**src/rtl/srot_pkg.sv**
```systemverilog
package srot_pkg;

    typedef enum logic [2:0] {
        OP_ROL = 3'd0,
        OP_ROR = 3'd1,
        OP_RCL = 3'd2,
        OP_RCR = 3'd3,
        OP_SHL = 3'd4,
        OP_SHR = 3'd5,
        OP_RSV = 3'd6,
        OP_SAR = 3'd7
    } srot_op_e;

endpackage

```
**src/rtl/srot_step.sv**
```systemverilog
// One bit position of shift or rotate on a W-bit value.
module srot_step
    import srot_pkg::*;
#(
    parameter int W = 16
) (
    input  srot_op_e       op_i,
    input  logic [W-1:0]   val_i,
    input  logic           cin_i,
    output logic [W-1:0]   val_o,
    output logic           cout_o,
    output logic           ovf_o
);

    logic top_bit;
    logic sub_bit;
    logic low_bit;

    assign top_bit = val_i[W-1];
    assign sub_bit = val_i[W-2];
    assign low_bit = val_i[0];

    always_comb begin
        val_o  = val_i;
        cout_o = cin_i;
        ovf_o  = 1'b0;
        unique case (op_i)
            OP_ROL: begin
                val_o  = {val_i[W-2:0], top_bit};
                cout_o = top_bit;
                ovf_o  = top_bit ^ sub_bit;
            end
            OP_ROR: begin
                val_o  = {low_bit, val_i[W-1:1]};
                cout_o = low_bit;
                ovf_o  = low_bit ^ sub_bit;
            end
            OP_RCL: begin
                val_o  = {val_i[W-2:0], cin_i};
                cout_o = top_bit;
                ovf_o  = top_bit ^ sub_bit;
            end
            OP_RCR: begin
                val_o  = {cin_i, val_i[W-1:1]};
                cout_o = low_bit;
                ovf_o  = cin_i ^ top_bit;
            end
            OP_SHL: begin
                val_o  = {val_i[W-2:0], 1'b0};
                cout_o = top_bit;
                ovf_o  = top_bit ^ sub_bit;
            end
            OP_SHR: begin
                val_o  = {1'b0, val_i[W-1:1]};
                cout_o = low_bit;
                ovf_o  = top_bit;
            end
            OP_SAR: begin
                val_o  = {top_bit, val_i[W-1:1]};
                cout_o = low_bit;
                ovf_o  = 1'b0;
            end
            default: begin
                val_o  = val_i;
                cout_o = cin_i;
                ovf_o  = 1'b0;
            end
        endcase
    end

endmodule

```
**src/rtl/srot_datapath.sv**
```systemverilog
// Half-width and full-width step lanes, selected by the width input.
module srot_datapath
    import srot_pkg::*;
#(
    parameter int DATA_W = 16
) (
    input  srot_op_e            op_i,
    input  logic                wide_i,
    input  logic [DATA_W-1:0]   val_i,
    input  logic                cin_i,
    output logic [DATA_W-1:0]   val_o,
    output logic                cout_o,
    output logic                ovf_o
);

    localparam int NLANE = 2;

    logic [DATA_W-1:0] lane_val [NLANE];
    logic              lane_c   [NLANE];
    logic              lane_o   [NLANE];

    for (genvar g = 0; g < NLANE; g++) begin : g_lane
        localparam int LW = (g == 0) ? DATA_W / 2 : DATA_W;
        logic [LW-1:0] step_val;

        srot_step #(.W(LW)) u_step (
            .op_i   (op_i),
            .val_i  (val_i[LW-1:0]),
            .cin_i  (cin_i),
            .val_o  (step_val),
            .cout_o (lane_c[g]),
            .ovf_o  (lane_o[g])
        );

        assign lane_val[g] = DATA_W'(step_val);
    end

    always_comb begin
        val_o  = wide_i ? lane_val[1] : lane_val[0];
        cout_o = wide_i ? lane_c[1]   : lane_c[0];
        ovf_o  = wide_i ? lane_o[1]   : lane_o[0];
    end

endmodule

```
**src/rtl/srot_unit.sv**
```systemverilog
module srot_unit
    import srot_pkg::*;
#(
    parameter int DATA_W = 16,
    parameter int CNT_W  = 8
) (
    input  logic              clk,
    input  logic              rst_n,
    input  logic              start_i,
    input  logic              wide_i,
    input  logic [2:0]        op_i,
    input  logic              use_cnt_i,
    input  logic [CNT_W-1:0]  cnt_i,
    input  logic [DATA_W-1:0] operand_i,
    input  logic              carry_i,
    input  logic              ovf_i,
    output logic [DATA_W-1:0] result_o,
    output logic              carry_o,
    output logic              overflow_o,
    output logic              busy_o,
    output logic              done_o,
    output logic              illegal_o
);

    localparam int HALF_W = DATA_W / 2;

    typedef struct packed {
        logic [DATA_W-1:0] val;
        logic              cf;
        logic              of;
        logic [CNT_W-1:0]  rem;
        srot_op_e          op;
        logic              wide;
        logic              done;
        logic              illegal;
    } state_t;

    state_t s_d, s_q;

    srot_op_e          req_op;
    logic [CNT_W-1:0]  eff_cnt;
    logic [DATA_W-1:0] req_val;
    logic              running;

    srot_op_e          dp_op;
    logic              dp_wide;
    logic [DATA_W-1:0] dp_val;
    logic              dp_cin;
    logic [DATA_W-1:0] dp_val_o;
    logic              dp_c_o;
    logic              dp_o_o;

    assign req_op  = srot_op_e'(op_i);
    assign eff_cnt = use_cnt_i ? cnt_i : CNT_W'(1);
    assign req_val = wide_i ? operand_i : DATA_W'(operand_i[HALF_W-1:0]);
    assign running = (s_q.rem != '0);

    // The datapath works on held state while running, otherwise on the request.
    always_comb begin
        dp_op   = running ? s_q.op   : req_op;
        dp_wide = running ? s_q.wide : wide_i;
        dp_val  = running ? s_q.val  : req_val;
        dp_cin  = running ? s_q.cf   : carry_i;
    end

    srot_datapath #(.DATA_W(DATA_W)) u_datapath (
        .op_i   (dp_op),
        .wide_i (dp_wide),
        .val_i  (dp_val),
        .cin_i  (dp_cin),
        .val_o  (dp_val_o),
        .cout_o (dp_c_o),
        .ovf_o  (dp_o_o)
    );

    always_comb begin
        s_d         = s_q;
        s_d.done    = 1'b0;
        s_d.illegal = 1'b0;
        if (running) begin
            s_d.val  = dp_val_o;
            s_d.cf   = dp_c_o;
            s_d.of   = dp_o_o;
            s_d.rem  = s_q.rem - CNT_W'(1);
            s_d.done = (s_q.rem == CNT_W'(1));
        end else if (start_i) begin
            if (req_op == OP_RSV) begin
                s_d.illegal = 1'b1;
            end else begin
                s_d.op   = req_op;
                s_d.wide = wide_i;
                if (eff_cnt == '0) begin
                    s_d.val  = req_val;
                    s_d.cf   = carry_i;
                    s_d.of   = ovf_i;
                    s_d.rem  = '0;
                    s_d.done = 1'b1;
                end else begin
                    s_d.val  = dp_val_o;
                    s_d.cf   = dp_c_o;
                    s_d.of   = dp_o_o;
                    s_d.rem  = eff_cnt - CNT_W'(1);
                    s_d.done = (eff_cnt == CNT_W'(1));
                end
            end
        end
    end

    always_ff @(posedge clk or negedge rst_n) begin
        if (!rst_n) begin
            s_q <= '{val: '0, cf: 1'b0, of: 1'b0, rem: '0, op: OP_ROL,
                     wide: 1'b0, done: 1'b0, illegal: 1'b0};
        end else begin
            s_q <= s_d;
        end
    end

    assign result_o   = s_q.val;
    assign carry_o    = s_q.cf;
    assign overflow_o = s_q.of;
    assign busy_o     = running;
    assign done_o     = s_q.done;
    assign illegal_o  = s_q.illegal;

    // completion never overlaps remaining work
    p_done_idle_r8: assert property (@(posedge clk) disable iff (!rst_n)
        done_o |-> !busy_o);

    // one bit position per clock
    p_one_per_clock_r8: assert property (@(posedge clk) disable iff (!rst_n)
        busy_o |=> (s_q.rem == CNT_W'($past(s_q.rem) - CNT_W'(1))));

    // a running request keeps its operation and width
    p_hold_req_r11: assert property (@(posedge clk) disable iff (!rst_n)
        busy_o |=> ($stable(s_q.op) && $stable(s_q.wide)));

    // arithmetic right shift ends with overflow cleared
    p_sar_ovf_clear_r4: assert property (@(posedge clk) disable iff (!rst_n)
        (busy_o && s_q.op == OP_SAR) |=> !overflow_o);

    // byte results carry nothing in the upper half
    p_byte_upper_zero_r7: assert property (@(posedge clk) disable iff (!rst_n)
        (done_o && !s_q.wide) |-> (result_o[DATA_W-1:HALF_W] == '0));

    // reserved code never completes or runs
    p_illegal_alone_r10: assert property (@(posedge clk) disable iff (!rst_n)
        illegal_o |-> (!done_o && !busy_o));

    // a zero count passes the incoming flags through
    p_zero_count_r9: assert property (@(posedge clk) disable iff (!rst_n)
        (start_i && !busy_o && op_i != 3'd6 && eff_cnt == '0) |=>
        (done_o && carry_o == $past(carry_i) && overflow_o == $past(ovf_i)));

endmodule

```
**config.mk**
```make
export PLATFORM = sky130hd
export DESIGN_NAME = srot_unit
export DESIGN_NICKNAME = d
export VERILOG_FILES = /design/src/rtl/srot_pkg.sv /design/src/rtl/srot_step.sv /design/src/rtl/srot_datapath.sv /design/src/rtl/srot_unit.sv
export SDC_FILE = /design/constraint.sdc
export NUM_CORES = 1
export LEC_CHECK = 0
export ABC_AREA = 1
export BUFFER_PORTS_ARGS = -buffer_cell sky130_fd_sc_hd__buf_2
export CELL_PAD_IN_SITES_DETAIL_PLACEMENT = 0
export CELL_PAD_IN_SITES_GLOBAL_PLACEMENT = 1
export CORE_AREA = 2 2 84 86
export DETAILED_ROUTE_END_ITERATION = 6
export DIE_AREA = 0 0 86 88
export GPL_ROUTABILITY_DRIVEN = 0
export HOLD_SLACK_MARGIN = 0.08
export PLACE_DENSITY = 0.88
export SYNTH_ARGS = -nofsm -noshare
export SYNTH_HDL_FRONTEND = slang
export SYNTH_SLANG_ARGS = --single-unit
```
**constraint.sdc**
```tcl
create_clock -name clk -period 3.6 [get_ports clk]
set_clock_uncertainty 0.2 [all_clocks]
set_input_delay 0.18 -clock clk [delete_from_list [all_inputs] [get_ports clk]]
set_output_delay 0.18 -clock clk [all_outputs]
set_load 0.005 [all_outputs]
```
==> flow_metrics.env, run 1 <==
export IMPL_htree_num_levels=2
export IMPL_critPathCapture="overflow_o$_DFFE_PN0P_"
export IMPL_tightest_slew_ps=743.3
export IMPL_end_kind="flop"
export IMPL_post_route_util=0.4981
export IMPL_timing_rr_end="overflow_o$_DFFE_PN0P_"
export IMPL_syn_nets=450
export IMPL_required_ps=3590
export IMPL_hold_path_class="input port to flop"
export IMPL_netSwitchingFraction=0.3939
export IMPL_cp_slowest_cell="nand2_2"
export IMPL_crit_type="flop to flop"
export IMPL_syn_instance_count=411
export IMPL_seqPwrFrac=0.384
export IMPL_wirelength_um=7291
export IMPL_clkPwrFrac=0.193
export IMPL_grt_pass1_vias=2656
export IMPL_syn_area_um2=2820
export IMPL_path_clk_slew_ps=70
export IMPL_drtIter0Drc=304
export IMPL_timing_hold_ws_ps=87.77
export IMPL_holdPathStages=4
export IMPL_status="completed"
export IMPL_fin_crit_ps=2860
export IMPL_ir_drop_uv=346.1
export IMPL_synth_common_cells="nand2_1 (94), inv_1 (43), nor2_1 (40)"
export IMPL_num_nets_final=508
export IMPL_coreArea_um2=6644
export IMPL_max_freq_mhz=349.6
export IMPL_cp_start_kind="flop"
export IMPL_r2r_start="s_q[6]$_DFFE_PN0P_"
export IMPL_rsz0062_at_grt="false"
export IMPL_cp_arrival_ps=2850
export IMPL_setup_viol=0
export IMPL_vias=2887
export IMPL_drive_gt1_frac=0.2047
export IMPL_synthFlopType="dfrtp_1"
export IMPL_drt_antenna_violating_nets=0
export IMPL_dp_hpwl_um=5396
export IMPL_comb_power_share=0.423
export IMPL_detail_route_vias_per_cell=5.259
export IMPL_power_density_nw_per_um2=418.2
export IMPL_yosysTopAreaCellShare=0.2839
export IMPL_ys_seq_elements=32
export IMPL_synth_largest_area_cell="dfrtp_1"
export IMPL_fin_crit_sh=0.7945
export IMPL_reg2regPathDepth=18
export IMPL_cts_buffers=5
export IMPL_ys_seq_area_frac=0.2839
export IMPL_tns_ps=0
export IMPL_cts_root_buf="clkbuf_8"
export IMPL_ios=55
export IMPL_crit_path_cell_trace="inv_1, ha_1, nand2_4, inv_2, nand2_2, nand2_1, nand2_4, inv_4, nand2_2, nand2_1, nand2_1, nand2_1, nand3_1, nand2_1, nand2_1, nand2_1, nand2_1, nand2_1"
export IMPL_max_slew_margin=0.5045
export IMPL_crit_path_frequent_cell="nand2_1"
export IMPL_reg2reg_setup_slack_ps=740
export IMPL_die_h_um=88
export IMPL_worstSkewPairLatency_ps=290
export IMPL_overflow=0
export IMPL_intPower_w=0.0008389
export IMPL_syn_avg_cell_area_um2=6.862
export IMPL_cts_resized=0
export IMPL_synth_edff_count=0
export IMPL_antenna_cells=0
export IMPL_fp_row_count=30
export IMPL_leakage_nw=1.688
export IMPL_clockBufferDepth=2
export IMPL_hold_viol=0
export IMPL_initial_utilization=0.4245
export IMPL_synth_area_leaders="dfrtp_1 (28%), nand2_1 (13%), inv_1 (5.7%)"
export IMPL_track_usage=0.2023
export IMPL_p_sw_w=0.0005452
export IMPL_startpoint="s_q[6]$_DFFE_PN0P_"
export IMPL_drt_first_pass_iters=5
export IMPL_dieWidth_um=86
export IMPL_dieArea_um2=7568
export IMPL_tritoncts="done"
export IMPL_ys_types=38
export IMPL_slew_viol_final=0
export IMPL_yosys_warnings=0
export IMPL_synthArstFlopShare=1.000
export IMPL_antenna_found_initial=0
export IMPL_max_stage_delay_ps=370
export IMPL_grt_pass1_wl_um=12280
export IMPL_portBuffers=54
export IMPL_drc=0
export IMPL_maxCapViolCount=0
export IMPL_path_max_fanout=23
export IMPL_cts_sinks=32
export IMPL_wl_per_cell_um=13.28
export IMPL_syn_to_final_growth_pct=17.35
export IMPL_yosysMostFrequentCell="nand2_1"
export IMPL_grt_max_degree=36
==> critical path, delay by kind of cell (launching register included) <==
family,cells,cell delay (ps)
buf+inv,3,250
flops,1,350
fa+ha+maj,1,270
simple gates,14,1670
==> logic make-up after synthesis <==
kind of cell | after synthesis | share of synthesized area
DFF | 32 | 0.2839
AOI/OAI and AO/OA | 103 | 0.2289
xor gates and xnor gates | 5 | 0.01553
adders and majority gates | 5 | 0.02218
buffers and inverters | 81 | 0.1460
and+or+nand+nor | 185 | 0.3035
==> what timing repair did <==
| action | 4_1_cts | 5_1_grt |
|---|---|---|
| hold buffers | 24 | 0 |
| endpoints found under the hold margin | 54 | 0 |
| setup buffers | 0 | 0 |
==> per-stage QoR <==
step,worst slack [ps],total power [W],cell area (um^2),std cells
floorplan,1474,0.0009849,2820,411
global placement,877.7,0.001092,2992,518
detailed placement,788.1,0.001100,2992,518
CTS,759.2,0.001391,3309,549
global route,441.2,0.001502,3309,549
finish,739.6,0.001384,3309,549
==> metal layers <==
layer | up-vias | global-route usage | routed length (um)
li1 | 1474 | - | -
met1 | 1286 | 0.2630 | 3275
met2 | 110 | 0.3390 | 3419
met3 | 17 | 0.03770 | 427
met4 | 0 | 0.06782 | 169
met5 | - | 0 | 0
==> how the worst min path moves through the flow <==
stage / end / startpoint / slack, ps
CTS: s_q[11]$_DFFE_PN0P_ / cnt_i[5] / 100
detailed placement: result_o[11]$_DFFE_PN0P_ / rst_n / 100
global route: s_q[11]$_DFFE_PN0P_ / cnt_i[5] / 130
finish: s_q[11]$_DFFE_PN0P_ / cnt_i[5] / 90
floorplan: carry_o$_DFFE_PN0P_ / rst_n / -320
global placement: result_o[10]$_DFFE_PN0P_ / rst_n / 90
==> cell usage in the layout, fill, tap and decap left out, types with 2 or more instances in the layout <==
cell type / instances
a21oi_1: 22
a22oi_1: 12
a31oi_1: 8
buf_2: 54
buf_4: 2
clkbuf_8: 5
dfrtp_1: 32
dlygate4sd3_1: 24
ha_1: 5
inv_1: 43
inv_2: 7
nand2_1: 94
nand2_2: 6
nand2_4: 3
nand3_1: 18
nand4_1: 4
nor2_1: 40
nor2_2: 5
nor2_4: 4
nor2_8: 2
nor3_1: 8
o2111ai_1: 2
o211ai_2: 2
o21a_1: 7
o21ai_0: 17
o21ai_1: 14
o21ai_2: 2
o221ai_1: 4
o22ai_1: 9
xnor2_1: 2
xor2_1: 3
==> sequential cells by signal, indices dropped and copies added (netlist names) <==
| signal | cells |
|---|---|
| done_o | 1 |
| overflow_o | 1 |
| result_o | 16 |
| s_q | 12 |
| carry_o | 1 |
| illegal_o | 1 |
==> cell type report <==
| type | instances | area, um^2 |
|---|---|---|
| clock buffers | 6 | 72.57 |
| repair buffers | 80 | 525.5 |
| inverters | 52 | 197.7 |
| multi-input cells | 298 | 1608 |
| flip-flops and latches | 32 | 800.8 |
| well taps | 80 | 100.1 |
| fillers | 656 | 3334 |
| clock inverters | 1 | 5.005 |
==> power by group through the flow <==
stage / clock network [W] / logic (W) / registers (W)
2_1_floorplan: 0 / 0.000458 / 0.000527
3_3_place_gp: 0 / 0.000555 / 0.000537
3_5_place_dp: 0 / 0.000563 / 0.000537
4_1_cts: 0.000274 / 0.000585 / 0.000532
5_1_grt: 0.000294 / 0.000662 / 0.000546
6_report: 0.000267 / 0.000586 / 0.000531
Note: power is estimated with default switching activity, not from simulation.
==> run 2, diff against run 1 <==
CORE_AREA = 2 2 87 89   (was 2 2 84 86)
DIE_AREA = 0 0 89 91   (was 0 0 86 88)
PLACE_DENSITY = 0.83   (was 0.88)
clock period = 2.99 ns   (was 3.6 ns; I/O delays follow)
==> run 2 against run 1 <==
Effect of this change: combinational power is 20% higher; global-route usage fell by 0.24 points; flip-flop and latch count unchanged; hold slack improved by 10 ps; non-clock buffer count increased by 9; core utilization shrank 1.4 points; sequential power is 21% higher; routed wire length grew 3.2%; fmax grew 3.7%; setup slack worse by 510 ps; first-iteration DRC count down 51%; highest routed layer unchanged.
==> flow_metrics.env, run 2 (synthesis gave the netlist of run 1 again) <==
export IMPL_status="completed"
export IMPL_drtIter0Drc=150
export IMPL_timing_rr_end="result_o[13]$_DFFE_PN0P_"
export IMPL_grt_pass1_wl_um=12810
export IMPL_power_density_nw_per_um2=510.8
export IMPL_initial_utilization=0.3952
export IMPL_hold_path_class="input port to flop"
export IMPL_antenna_found_initial=0
export IMPL_p_total_w=0.001765
export IMPL_dieArea_um2=8099
export IMPL_htree_num_levels=2
export IMPL_die_h_um=91
export IMPL_tns_ps=0
export IMPL_track_usage=0.1999
export IMPL_coreArea_um2=7137
export IMPL_cts_sinks=32
export IMPL_met3_length_um=310
export IMPL_hp_start="cnt_i[7]"
export IMPL_hold_end="s_q[13]$_DFFE_PN0P_"
export IMPL_setup_slack_ps=230.4
export IMPL_cts_buffers=5
export IMPL_dp_slack_ps=356.3
export IMPL_maxCapViolCount=0
export IMPL_max_freq_mhz=362.4
export IMPL_layout_common_cells="nand2_1 (94), buf_2 (54), inv_1 (43)"
export IMPL_slew_viol_final=0
export IMPL_cp_arrival_ps=2780
export IMPL_leakage_nw=1.745
export IMPL_fin_crit_ps=2760
export IMPL_path_clk_slew_ps=70
export IMPL_cts_root_buf="clkbuf_8"
export IMPL_max_slew_margin=0.4796
export IMPL_portBuffers=54
export IMPL_wl_per_cell_um=13.01
export IMPL_reg2reg_setup_slack_ps=230
export IMPL_grt_pass1_vias=2776
export IMPL_ios=55
export IMPL_seq_area_um2=800.8
export IMPL_ir_drop_uv=186.3
export IMPL_final_common_cell="nand2_1"
export IMPL_drt_first_pass_iters=4
export IMPL_fin_crit_sh=0.9229
export IMPL_dp_hpwl_um=5564
export IMPL_required_ps=3010
export IMPL_wirelength_met1_um=3477
export IMPL_syn_to_final_growth_pct=22.54
export IMPL_dr_wl_met2_um=3579
export IMPL_r2r_start="s_q[6]$_DFFE_PN0P_"
export IMPL_largest_register_ffs=16
export IMPL_end_kind="flop"
export IMPL_tightest_slew_ps=780.6
export IMPL_crit_type="flop to flop"
export IMPL_grt_max_degree=33
export IMPL_drc=0
export IMPL_detail_route_vias_per_cell=4.997
export IMPL_hold_viol=0
export IMPL_vias=2888
export IMPL_setup_viol=0
export IMPL_drive_gt1_frac=0.2109
export IMPL_holdPathStages=5
export IMPL_path_max_fanout=17
export IMPL_num_nets_final=517
export IMPL_postCtsSetupBuffers=0
export IMPL_overflow=0
export IMPL_reg2regPathDepth=13
export IMPL_cp_start_kind="flop"
export IMPL_fillers=786
export IMPL_top_layer="met4"
export IMPL_worstSkewPairLatency_ps=290
export IMPL_tritoncts="done"
export IMPL_drt_antenna_violating_nets=0
export IMPL_clockBufferDepth=2
export IMPL_multiInputGateArea_um2=1610
export IMPL_dieWidth_um=89
export IMPL_rsz0062_at_grt="false"
export IMPL_wirelength_um=7522
export IMPL_fp_row_count=31
export IMPL_antenna_cells=0
-- run 2: metal layers --
metal / vias to the layer above / global-route usage
met5: - / 0
met4: 0 / 0.08085
met3: 13 / 0.02364
met2: 75 / 0.3252
met1: 1310 / 0.2655
li1: 1490 / -
-- run 2: area by class of cell --
cell class                 count  area share
inverter                      52     0.05721
clock inverter                 2     0.01014
clock buffer                   6     0.02100
timing repair buffer          89      0.1781
sequential                    32      0.2317
tap                           99     0.03584
multi-input combinational    298      0.4660
-- run 2: power breakdown --
group,internal [W],switching (W)
registers,0.000553,0.0000889
clock network,0.000247,0.000172
logic,0.000303,0.000401
-- run 2: per-stage QoR --
stage          utilization  instance area, um^2  instances  hold WS (ps)
5_1_grt             0.4842                 3456        578         107.0
4_1_cts             0.4828                 3446        578         91.85
3_3_place_gp        0.4257                 3038        540         69.18
2_1_floorplan            -                 2820        411        -346.1
3_5_place_dp        0.4257                 3038        540         76.73
6_report            0.4842                 3456        578         97.74
-- run 2: worst max-delay path by stage --
stage                  startpoint                  endpoint  slack (ps)
2_1_floorplan  s_q[6]$_DFFE_PN0P_  result_o[12]$_DFFE_PN0P_         860
3_3_place_gp   s_q[6]$_DFFE_PN0P_    overflow_o$_DFFE_PN0P_         420
3_5_place_dp   s_q[6]$_DFFE_PN0P_    overflow_o$_DFFE_PN0P_         360
4_1_cts        s_q[6]$_DFFE_PN0P_  result_o[13]$_DFFE_PN0P_         100
5_1_grt        s_q[6]$_DFFE_PN0P_  result_o[13]$_DFFE_PN0P_          30
6_report       s_q[6]$_DFFE_PN0P_  result_o[13]$_DFFE_PN0P_         230
-- run 2: worst max-delay path: stages, from the launching register on --
cell           delay, ps
dfrtp_1              380
inv_1                120
ha_2                 230
nand2_4               90
inv_2                 80
nand2_2              100
buf_6                190
nor2_1               110
inv_1                 80
nor2_2               120
buf_6                170
a31oi_1               90
dlygate4sd3_1        560
a21oi_1              150
-- run 2: repair_timing --
action | in CTS | in global routing
gates resized for setup | 0 | 3
setup endpoints to repair | 0 | 1
endpoints found under the hold margin | 58 | 0
hold buffers | 30 | 0
==> run 3, diff against run 2 <==
BUFFER_PORTS_ARGS = unset   (was -buffer_cell sky130_fd_sc_hd__buf_2)
CORE_AREA = 2 2 93 95   (was 2 2 87 89)
DIE_AREA = 0 0 95 97   (was 0 0 89 91)
DONT_BUFFER_PORTS = 1   (was unset)
PLACE_DENSITY = 0.82   (was 0.83)
SYNTH_HIERARCHICAL = 1   (was unset)
==> run 3 against run 2 <==
Effect of this change: sequential share of layout area down 3.4 points; cell count up 26%; fmax up 1.5%; largest cell class unchanged; flip-flop and latch count unchanged; synthesized area up 28%; hold slack better by 22 ps; synthesized cell count up 46%; largest power group unchanged; register-to-register slack better by 40 ps; count of clock-buffer cells in the layout unchanged; power down 2.8%.
==> flow_metrics.env, run 3 <==
export IMPL_rsz0062_at_grt="false"
export IMPL_multiInputGateArea_um2=2131
export IMPL_cts_root_buf="clkbuf_8"
export IMPL_ys_types=37
export IMPL_tightest_slew_ps=586.2
export IMPL_detail_route_vias_per_cell=4.952
export IMPL_largest_register_ffs=16
export IMPL_syn_instance_count=602
export IMPL_ir_drop_uv=174.9
export IMPL_hold_path_class="input port to asynchronous set/reset pin"
export IMPL_fp_row_count=33
export IMPL_synth_largest_area_cell="nand2_1"
export IMPL_dieWidth_um=95
export IMPL_synthFlopType="dfrtp_1"
export IMPL_ys_seq_area_frac=0.2215
export IMPL_intPower_w=0.001007
export IMPL_grt_max_degree=33
export IMPL_synth_edff_count=0
export IMPL_layout_cells_non_filler=730
export IMPL_track_usage=0.2223
export IMPL_layout_common_cells="nand2_1 (241), inv_1 (85), nor2_1 (38), dlygate4sd3_1 (38), nand3_1 (34)"
export IMPL_path_max_fanout=17
export IMPL_cts_buffers=5
export IMPL_cp_start_kind="flop"
export IMPL_seq_area_um2=800.8
export IMPL_setup_viol=0
export IMPL_wirelength_um=9757
export IMPL_initial_utilization=0.4445
export IMPL_syn_nets=641
export IMPL_reg2regPathDepth=16
export IMPL_timing_rr_end="result_o[3]$_DFFE_PN0P_"
export IMPL_yosysMostFrequentCell="nand2_1"
export IMPL_postCtsSetupBuffers=0
export IMPL_required_ps=3020
export IMPL_reg2reg_setup_slack_ps=270
export IMPL_crit_type="flop to flop"
export IMPL_comb_power_share=0.434
export IMPL_final_common_cell="nand2_1"
export IMPL_status="completed"
export IMPL_grt_pass1_vias=3454
export IMPL_grt_pass1_wl_um=16430
export IMPL_netSwitchingFraction=0.4134
export IMPL_num_nets_final=663
export IMPL_p_total_w=0.001717
export IMPL_leakage_nw=2.282
export IMPL_syn_avg_cell_area_um2=6.007
export IMPL_vias=3615
export IMPL_clkPwrFrac=0.217
export IMPL_die_h_um=97
export IMPL_synth_area_leaders="nand2_1 (25%), dfrtp_1 (22%), inv_1 (8.9%)"
export IMPL_critPathCapture="result_o[3]$_DFFE_PN0P_"
export IMPL_worstSkewPairLatency_ps=290
export IMPL_syn_to_final_growth_pct=11.80
export IMPL_fin_crit_ps=2719
export IMPL_synth_common_cells="nand2_1 (241), inv_1 (86), nor2_1 (39)"
export IMPL_cp_arrival_ps=2750
export IMPL_yosys_warnings=6
export IMPL_path_clk_slew_ps=80
export IMPL_tns_ps=0
export IMPL_hold_viol=0
export IMPL_power_density_nw_per_um2=424.7
export IMPL_placed_cells=683
export IMPL_clockBufferDepth=2
export IMPL_antenna_cells=0
export IMPL_antenna_found_initial=0
export IMPL_yosysTopAreaCellShare=0.2502
export IMPL_p_sw_w=0.0007098
export IMPL_drt_first_pass_iters=5
export IMPL_slew_viol_final=0
export IMPL_maxCapViolCount=0
export IMPL_overflow=0
export IMPL_r2r_start="s_q[6]$_DFFE_PN0P_"
export IMPL_dieArea_um2=9215
export IMPL_dp_hpwl_um=6813
export IMPL_fin_crit_sh=0.9094
export IMPL_max_slew_margin=0.6083
export IMPL_drc=0
export IMPL_drtIter0Drc=114
export IMPL_tritoncts="done"
export IMPL_ys_seq_elements=32
export IMPL_wl_per_cell_um=13.37
export IMPL_max_freq_mhz=367.8
export IMPL_drt_antenna_violating_nets=0
export IMPL_coreArea_um2=8134
export IMPL_drive_gt1_frac=0.1104
export IMPL_portBuffers=0
export IMPL_htree_num_levels=2
export IMPL_ios=55
export IMPL_startpoint="s_q[6]$_DFFE_PN0P_"
export IMPL_fillers=869
export IMPL_cts_sinks=32
export IMPL_seqPwrFrac=0.349
export IMPL_end_kind="flop"
export IMPL_synthArstFlopShare=1.000
export IMPL_syn_area_um2=3616
run 3: final cells by class:
type	instances	share of cell area
repair buffers	54	0.1309
well taps	105	0.03250
flip-flops and latches	32	0.1981
clock buffers	6	0.02043
multi-input cells	437	0.5271
clock inverters	2	0.002476
inverters	94	0.08852
run 3: cell families after synthesis:
group	synth area share
AOI/OAI and AO/OA	0.1218
xor gates and xnor gates	0.01938
adders and majority gates	0.01730
buffers and inverters	0.1931
DFF	0.2215
and+or+nand+nor	0.4270
run 3: worst max-delay path, stage by stage (launching register included):
cell and delay [ps]:
dfrtp_1 390, inv_1 100, ha_1 200, nand2_1 120, inv_2 90, nand2_4 130
o21ai_2 200, inv_2 160, nand2_4 240, clkinvlp_4 240, a21oi_1 190, nand2_1 60
nand2_1 80, inv_1 40, nand2_1 50, nand3_1 80, nand2_1 80
run 3: metal layers:
layer	vias to the layer above	wire length [um]	track usage
li1	1884	-	-
met1	1614	4621	0.2958
met2	108	4487	0.3748
met3	9	545	0.04439
met4	0	102	0.03679
met5	-	0	0
run 3: through the flow:
| stage | setup slack (ps) | instance area (um^2) | util | hold WS, ps |
|---|---|---|---|---|
| 6_report | 270.8 | 4043 | 0.4970 | 119.7 |
| 5_1_grt | 1.281 | 4043 | 0.4970 | 149.6 |
| 4_1_cts | 241.9 | 4021 | 0.4944 | 127.0 |
| 3_5_place_dp | 261.2 | 3528 | 0.4338 | -345.3 |
| 3_3_place_gp | 290.8 | 3528 | 0.4338 | -345.0 |
| 2_1_floorplan | 98.21 | 3616 | - | -346.1 |
run 3: repair_timing:
action | in CTS | in global routing
endpoints found under the hold margin | 64 | 0
gates resized for setup | 0 | 7
endpoints found under the setup margin | 0 | 12
hold buffers | 39 | 0
run 3: worst min-delay path by stage:
| stage | depth (start not counted) | from | slack (ps) | end |
|---|---|---|---|---|
| CTS | 2 | rst_n | 130 | result_o[14]$_DFFE_PN0P_ |
| finish | 2 | rst_n | 120 | result_o[15]$_DFFE_PN0P_ |
| detailed placement | 0 | rst_n | -350 | carry_o$_DFFE_PN0P_ |
| global placement | 0 | rst_n | -340 | carry_o$_DFFE_PN0P_ |
| global route | 2 | rst_n | 150 | result_o[15]$_DFFE_PN0P_ |
| floorplan | 0 | rst_n | -350 | carry_o$_DFFE_PN0P_ |
run 3: power groups by stage:
stage	Sequential, W	Combinational (W)	Clock, W
global route	0.000609	0.000867	0.000404
CTS	0.000599	0.000742	0.000381
finish	0.000599	0.000746	0.000372
detailed placement	0.000607	0.000679	0
global placement	0.000606	0.000671	0
floorplan	0.000576	0.000591	0
